$ cat config.mk
export PLATFORM = sky130hd
export DESIGN_NAME = line_zero_run_counter
export DESIGN_NICKNAME = d
export VERILOG_FILES = /design/src/rtl/zrun_pkg.sv /design/src/rtl/zrun_len_tracker.sv /design/src/rtl/zrun_event_counter.sv /design/src/rtl/line_zero_run_counter.sv
export SDC_FILE = /design/constraint.sdc
export NUM_CORES = 1
export LEC_CHECK = 0
export ABC_AREA = 1
export BUFFER_PORTS_ARGS = -buffer_cell sky130_fd_sc_hd__buf_4
export CORE_AREA = 2 2 40 69
export CTS_CLUSTER_DIAMETER = 60
export DETAILED_ROUTE_END_ITERATION = 12
export DIE_AREA = 0 0 42 71
export HOLD_SLACK_MARGIN = 0.05
export PLACE_DENSITY = 0.74
export SLEW_MARGIN = 15
export SYNTH_ARGS = -nofsm -noshare
export SYNTH_HDL_FRONTEND = slang
export SYNTH_SLANG_ARGS = --single-unit
$ cat constraint.sdc
create_clock -name clk -period 1.5 [get_ports clk]
set_input_delay 0.3 -clock clk [delete_from_list [all_inputs] [get_ports clk]]
set_output_delay 0.3 -clock clk [all_outputs]
set_load 0.005 [all_outputs]
$ cat src/rtl/zrun_pkg.sv
package zrun_pkg;

    // Line-code selection as driven on subst_mode
    typedef enum logic {
        CODE_PLAIN = 1'b0,
        CODE_SUBST = 1'b1
    } line_code_e;

    localparam int DEF_SHORT_THR = 8;
    localparam int DEF_LONG_THR  = 16;
    localparam int DEF_CNT_W     = 8;
    localparam int DEF_WORD_W    = 16;

endpackage

$ cat src/rtl/zrun_len_tracker.sv
module zrun_len_tracker
    import zrun_pkg::*;
#(
    parameter int SHORT_THR = DEF_SHORT_THR,
    parameter int LONG_THR  = DEF_LONG_THR
) (
    input  logic       clk,
    input  logic       rst,
    input  logic       bit_vld,
    input  logic       bit_in,
    input  line_code_e code_sel,
    output logic       run_hit
);
    localparam int RUN_MAX = (LONG_THR > SHORT_THR) ? LONG_THR : SHORT_THR;
    localparam int RUN_W   = $clog2(RUN_MAX + 1);
    localparam logic [RUN_W-1:0] SHORT_LAST = RUN_W'(SHORT_THR - 1);
    localparam logic [RUN_W-1:0] LONG_LAST  = RUN_W'(LONG_THR - 1);
    localparam logic [RUN_W-1:0] RUN_CAP    = RUN_W'(RUN_MAX);

    typedef struct packed {
        logic [RUN_W-1:0] len;
    } trk_state_t;

    trk_state_t st_d, st_q;
    logic [RUN_W-1:0] last_before_hit;
    logic             hit_d;

    always_comb begin
        st_d  = st_q;
        hit_d = 1'b0;
        last_before_hit = (code_sel == CODE_SUBST) ? SHORT_LAST : LONG_LAST;
        if (bit_vld) begin
            if (bit_in) begin
                st_d.len = '0;
            end else begin
                // the run reaches the threshold on this zero
                hit_d = (st_q.len == last_before_hit);
                if (st_q.len != RUN_CAP) begin
                    st_d.len = st_q.len + 1'b1;
                end
            end
        end
    end

    always_ff @(posedge clk) begin
        if (rst) begin
            st_q.len <= '0;
        end else begin
            st_q <= st_d;
        end
    end

    assign run_hit = hit_d;

endmodule

$ cat src/rtl/zrun_event_counter.sv
module zrun_event_counter
    import zrun_pkg::*;
#(
    parameter int CNT_W = DEF_CNT_W
) (
    input  logic             clk,
    input  logic             rst,
    input  logic             inc,
    input  logic             wr_en,
    input  logic [CNT_W-1:0] wr_data,
    output logic [CNT_W-1:0] cnt
);
    localparam logic [CNT_W-1:0] CNT_TOP = {CNT_W{1'b1}};

    typedef struct packed {
        logic [CNT_W-1:0] val;
    } cnt_state_t;

    cnt_state_t st_d, st_q;

    always_comb begin
        st_d = st_q;
        if (wr_en) begin
            st_d.val = wr_data;
        end else if (inc && (st_q.val != CNT_TOP)) begin
            st_d.val = st_q.val + 1'b1;
        end
    end

    always_ff @(posedge clk) begin
        if (rst) begin
            st_q.val <= '0;
        end else begin
            st_q <= st_d;
        end
    end

    assign cnt = st_q.val;

endmodule

$ cat src/rtl/line_zero_run_counter.sv
module line_zero_run_counter
    import zrun_pkg::*;
#(
    parameter int SHORT_THR = DEF_SHORT_THR,
    parameter int LONG_THR  = DEF_LONG_THR,
    parameter int CNT_W     = DEF_CNT_W,
    parameter int WORD_W    = DEF_WORD_W
) (
    input  logic              clk,
    input  logic              rst,
    input  logic              bit_vld,
    input  logic              bit_in,
    input  logic              subst_mode,
    input  logic              wr_en,
    input  logic [CNT_W-1:0]  wr_data,
    output logic [WORD_W-1:0] status_word
);
    localparam int PAD_W = WORD_W - CNT_W;

    logic             run_hit;
    logic [CNT_W-1:0] cnt;
    line_code_e       code_sel;

    assign code_sel = line_code_e'(subst_mode);

    zrun_len_tracker #(
        .SHORT_THR(SHORT_THR),
        .LONG_THR (LONG_THR)
    ) trk_i (
        .clk     (clk),
        .rst     (rst),
        .bit_vld (bit_vld),
        .bit_in  (bit_in),
        .code_sel(code_sel),
        .run_hit (run_hit)
    );

    zrun_event_counter #(
        .CNT_W(CNT_W)
    ) cnt_i (
        .clk    (clk),
        .rst    (rst),
        .inc    (run_hit),
        .wr_en  (wr_en),
        .wr_data(wr_data),
        .cnt    (cnt)
    );

    generate
        if (PAD_W > 0) begin : g_pad
            assign status_word = {{PAD_W{1'b0}}, cnt};
        end else begin : g_nopad
            assign status_word = cnt[WORD_W-1:0];
        end
    endgenerate

endmodule

==> out/metrics.csv, run 1 <==
metric;value;unit
grt_use_total;16.2;%
io_pins;30;
cts_buffers;3;
drc_errors;0;
critPathLaunchType;register;
synth.distinct_cells;28;
antenna_found_initial;0;
place_congestion;0.795;
diodes;0;
slew_violations;0;
p_per_area;752;mW/mm²
root_buffer;clkbuf_8;
viasPerCell;5.08;
nNetsFinal;185;
hp-class;input pin to register;
grt_pass1_vias;905;
reg2regPathDepth;8;
path_buf_inv;1;
fin_tns_setup;0;ps
wl_per_cell;11.9;µm
worstPathArrival;1530;ps
cpPeakStageDelay;360;ps
fp.dieH;71;µm
rows;24;
reg2reg_slack;110;ps
nFillCells;247;
cts_tree;yes;
wl;2290;µm
fp.dieArea;0.00298;mm²
timing.rr.start;cnt_i.cnt[1];
fin_crit;1390;ps
core-area;0.00243;mm²
timing.rr.end;cnt_i.cnt[0];
avgSynthCellArea;6.42;µm²
rsz0062_at_grt;no;
ys_seq_elements;13;
netlist_instances;144;
leakage;0.533;nW
clk_latency;250;ps
hold_depth;2;
synth_area;925;µm²
grt_pass1_wl;3680;µm
final_hold_viol_count;0;
overflow;0;
first_iter_violations;21;
critPathKind;register to register;
cts.sinks;13;
fin_util;46.7;%
dp_hpwl;1820;µm
grt_max_degree;14;
end_kind;register;
ant_nets;0;
peakVddDrop;0.000517;V
crit_family;simple AND/OR/NAND/NOR gates;
cts_max_level;1;
synth_top_area_cell;dfxtp_1;
fmax;718;MHz
die_x;42;µm
yosysWarnings;0;
hold_end;cnt_i.cnt[6];
drive_gt1_share;24.0;%
port_buffers;21;
crit_slowest_cell;dfxtp_2;
crit_chain;ha_1 -> nand2_2 -> inv_2 -> nand3_2 -> nand3_4 -> nand2_4 -> o21ai_1 -> nor2_1;
status;finished clean;
min_from;rst;
cts_max_path_buffers;2;
syn2layout_area_growth;22.7;%
setup_viol;0;
synth_top_area_share;28.1;%
floorplan.initialDensity;38.0;%
crit_required;1630;ps
first_pass_iters;4;
path_clk_slew;60;ps
timing.max_cap.violations;0;
ctsHoldBuffers;0;
yosys-top-cells-area;dfxtp_1 (28%), nand2_1 (14%), nand3_1 (8.7%);
final.period_utilization;92.9;%
vias;981;
skew;5.35;ps
synth_seq_area_share;28.1;%
cp_max_fo;9;
[flip-flops by register name, indices dropped and copies added (netlist names)]
name,cells
cnt_i.cnt,8
trk_i.st_q,5
[cell usage after synthesis, drive strengths merged]
cell and n:
inv 19, ha 3, nand2 38, nor2 17
conb 1, nand4 1, o31ai 1, clkbuf 1
mux2i 1, o21bai 1, dfxtp 13, o211ai 1
a21oi 10, a211oi 1, nand3 18, o21ai 4
nor3 4, buf 10
[worst max path at each step]
stage | from | to | slack (ps) | cells after the start
floorplan | cnt_i.cnt[0] | cnt_i.cnt[0] | 210 | 8
global placement | cnt_i.cnt[0] | cnt_i.cnt[0] | 120 | 8
detailed placement | cnt_i.cnt[1] | cnt_i.cnt[0] | 50 | 8
CTS | cnt_i.cnt[1] | cnt_i.cnt[0] | 40 | 8
global route | trk_i.st_q[0] | trk_i.st_q[3] | 10 | 9
finish | cnt_i.cnt[1] | cnt_i.cnt[0] | 110 | 8
[repair_timing]
action	CTS	global route
setup buffers	0	1
endpoints found under the hold margin	0	0
setup endpoints to repair	0	9
resized for setup	0	4
[per-stage QoR]
stage | instances | worst slack, ps | hold slack (ps) | power [mW] | instance area [µm²]
floorplan | 151 | 209 | 460 | 0.482 | 951
global placement | 188 | 125 | 477 | 0.530 | 1070
detailed placement | 188 | 50.8 | 508 | 0.535 | 1070
CTS | 192 | 43.6 | 294 | 0.860 | 1120
global route | 193 | 11.3 | 304 | 0.890 | 1130
finish | 193 | 107 | 291 | 0.853 | 1130
[cells in the final DEF, fill, tap and decap left out, types with 3 or more instances in the layout]
master    netlist  final
nor2_1         15     15
ha_1            3      3
o21ai_0         3      3
inv_1          17     17
nand3_1        16     16
nand2_2         2      4
a21oi_1        10     10
buf_4           8     23
nand2_1        35     33
dfxtp_1        13     11
conb_1          1      8
nor3_1          3      3
clkbuf_8        0      3
[area by class of cell]
cell class,count,area [µm²],share of cell area [%]
inverters,19,71.3,6.28
flip-flops and latches,13,263,23.2
multi-input cells,108,551,48.5
well taps,26,32.5,2.87
repair buffers,23,173,15.2
clock buffers,4,45.0,3.97
[power by group]
group / leakage (nW) / switching (mW) / internal (mW)
Clock: 0.0228 / 0.134 / 0.188
Combinational: 0.404 / 0.0821 / 0.0690
Sequential: 0.107 / 0.0172 / 0.362
Total: 0.533 / 0.234 / 0.619
[per-layer routing]
layer	vias to the layer above	share of wire, %	GRT usage, %
met1	456	35	14.4
li1	489	-	-
met3	5	4.9	2.81
met4	0	2.3	8.60
met2	31	58	32.6
met5	-	0	0
[kinds of logic (layout without fill, tap and decap cells)]
| group | count (synthesis) | count (layout) | synth area share (%) |
|---|---|---|---|
| simple gates | 78 | 78 | 39.8 |
| buf+inv | 30 | 46 | 15.7 |
| compound gates | 18 | 18 | 10.8 |
| flops | 13 | 13 | 28.1 |
| fa+ha+maj | 3 | 3 | 4.06 |
| other cells | 1 | 8 | 0.406 |
| mux | 1 | 1 | 1.08 |
No activity file was read; power rests on OpenSTA's default activity.
==> run 2: changes to the inputs <==
Settings changed: CORE_AREA 2 2 40 69 to 2 2 52 54, DIE_AREA 0 0 42 71 to 0 0 54 56, PLACE_DENSITY 0.74 to 0.73.
==> out/metrics.csv, run 2 (synthesis results as in run 1) <==
metric;value;unit;change
status;finished clean;;unchanged
final.period_utilization;92.4;%;was 92.9%
fmax;721;MHz;was 718 MHz
end_kind;register;;unchanged
antenna_found_initial;0;;unchanged
hp-class;input pin to register;;unchanged
timing.max_cap.violations;0;;unchanged
crit_required;1660;ps;was 1630 ps
viasPerCell;4.84;;was 5.08
vias;948;;was 981
fp.dieArea;0.00302;mm²;was 0.00298 mm²
cp-startpoint;cnt_i.cnt[0];;was cnt_i.cnt[1]
die_x;54;µm;was 42 µm
peakVddDrop;0.000497;V;was 0.000517 V
nNetsFinal;184;;was 185
first_iter_violations;40;;was 21
cts_tree;yes;;unchanged
grt_max_degree;14;;unchanged
skew;0.637;ps;was 5.35 ps
critPathKind;register to register;;unchanged
fin_crit;1390;ps;about the same
fp.dieH;56;µm;was 71 µm
slew_violations;0;;unchanged
cts_buffers;3;;unchanged
timing.rr.start;cnt_i.cnt[0];;was cnt_i.cnt[1]
cts_max_path_buffers;2;;unchanged
wl_per_cell;10.5;µm;was 11.9 µm
p_per_area;666;mW/mm²;was 752 mW/mm²
floorplan.initialDensity;38.0;%;unchanged
cp_max_fo;9;;unchanged
timing.rr.end;cnt_i.cnt[0];;unchanged
overflow;0;;unchanged
grt_pass1_vias;868;;was 905
wl;2050;µm;was 2290 µm
largest_register_ffs;8;;unchanged
path_clk_slew;80;ps;was 60 ps
fin_tns_setup;0;ps;unchanged
grt_pass1_wl;3440;µm;was 3680 µm
port_buffers;21;;unchanged
syn2layout_area_growth;19.9;%;was 22.7%
setup_viol;0;;unchanged
core-area;0.00243;mm²;unchanged
rows;18;;was 24
root_buffer;clkbuf_4;;was clkbuf_8
ctsHoldBuffers;0;;unchanged
drive_gt1_share;22.3;%;was 24.0%
io_pins;30;;unchanged
fin_util;45.6;%;was 46.7%
cts_setup_buffers;0;;unchanged
setup_slack;114;ps;was 107 ps
cts.sinks;13;;unchanged
first_pass_iters;4;;unchanged
critPathLaunchType;register;;unchanged
final_common_cell;nand2_1;;unchanged
ant_nets;0;;unchanged
drc_errors;0;;unchanged
nFillCells;256;;was 247
rsz0062_at_grt;no;;unchanged
dp_slack;76.1;ps;was 50.8 ps
grt_use_total;14.3;%;was 16.2%
place_congestion;0.946;;was 0.795
worstPathArrival;1550;ps;was 1530 ps
clk_latency;270;ps;was 250 ps
leakage;0.519;nW;was 0.533 nW
reg2reg_slack;110;ps;about the same
final_hold_viol_count;0;;unchanged
cts_max_level;1;;unchanged
crit_end;cnt_i.cnt[0];;unchanged
reg2regPathDepth;8;;unchanged
diodes;0;;unchanged
dp_hpwl;1660;µm;was 1820 µm
final_cell_mix;nand2_1 (35), buf_4 (22), inv_1 (17);;was nand2_1 (33), buf_4 (23), inv_1 (17)
## run 2: cell count changes in the layout (fill, tap and decap cells not counted), sizes merged
cell  change
buf       -1
## run 2: worst min-delay path by stage
stage	from	to	slack, ps	depth (start not counted)
finish	rst	cnt_i.cnt[2]	270	2
global route	rst	cnt_i.cnt[2]	260	2
CTS	rst	cnt_i.cnt[2]	260	2
detailed placement	trk_i.st_q[0]	trk_i.st_q[0]	480	2
global placement	trk_i.st_q[0]	trk_i.st_q[0]	470	2
floorplan	trk_i.st_q[0]	trk_i.st_q[0]	460	2
## run 2: report_power, final
group	internal, mW	switching (mW)	total (mW)
registers	0.361	0.0173	0.379
logic	0.0679	0.0788	0.147
clock network	0.103	0.110	0.213
## run 2: metal layers
layer,part of all wire (%),wire length [µm],global-route usage [%]
met1,44,895,18.6
met2,50,1030,23.5
met3,5.6,115,1.88
met4,0.49,10,5.00
met5,0,0,0
## run 2: area by class of cell
| class | count | area (µm²) | area share [%] |
|---|---|---|---|
| multi-input combinational | 108 | 546 | 49.2 |
| sequential | 13 | 263 | 23.7 |
| timing repair buffer | 22 | 165 | 14.9 |
| inverter | 19 | 71.3 | 6.43 |
| tap | 30 | 37.5 | 3.39 |
| clock buffer | 4 | 26.3 | 2.37 |
## run 2: metrics by stage
step / hold slack (ps) / total power [mW] / std cells / cell area [µm²]
2_1_floorplan: 460 / 0.482 / 151 / 951
3_3_place_gp: 472 / 0.529 / 192 / 1080
3_5_place_dp: 482 / 0.532 / 192 / 1080
4_1_cts: 258 / 0.748 / 196 / 1110
5_1_grt: 262 / 0.782 / 196 / 1110
6_report: 271 / 0.738 / 196 / 1110
## run 2: what timing repair did
action	4_1_cts	5_1_grt
hold endpoints to repair	0	0
resized for setup	0	3
setup endpoints to repair	0	6
## run 2: worst max-delay path, cell delays in order (launching register included)
cell and delay (ps):
dfxtp_2 370, ha_1 170, nand2_1 100, inv_2 110, nand3_2 100, nand3_4 140
nand2_4 110, o21ai_1 130, nor2_1 50
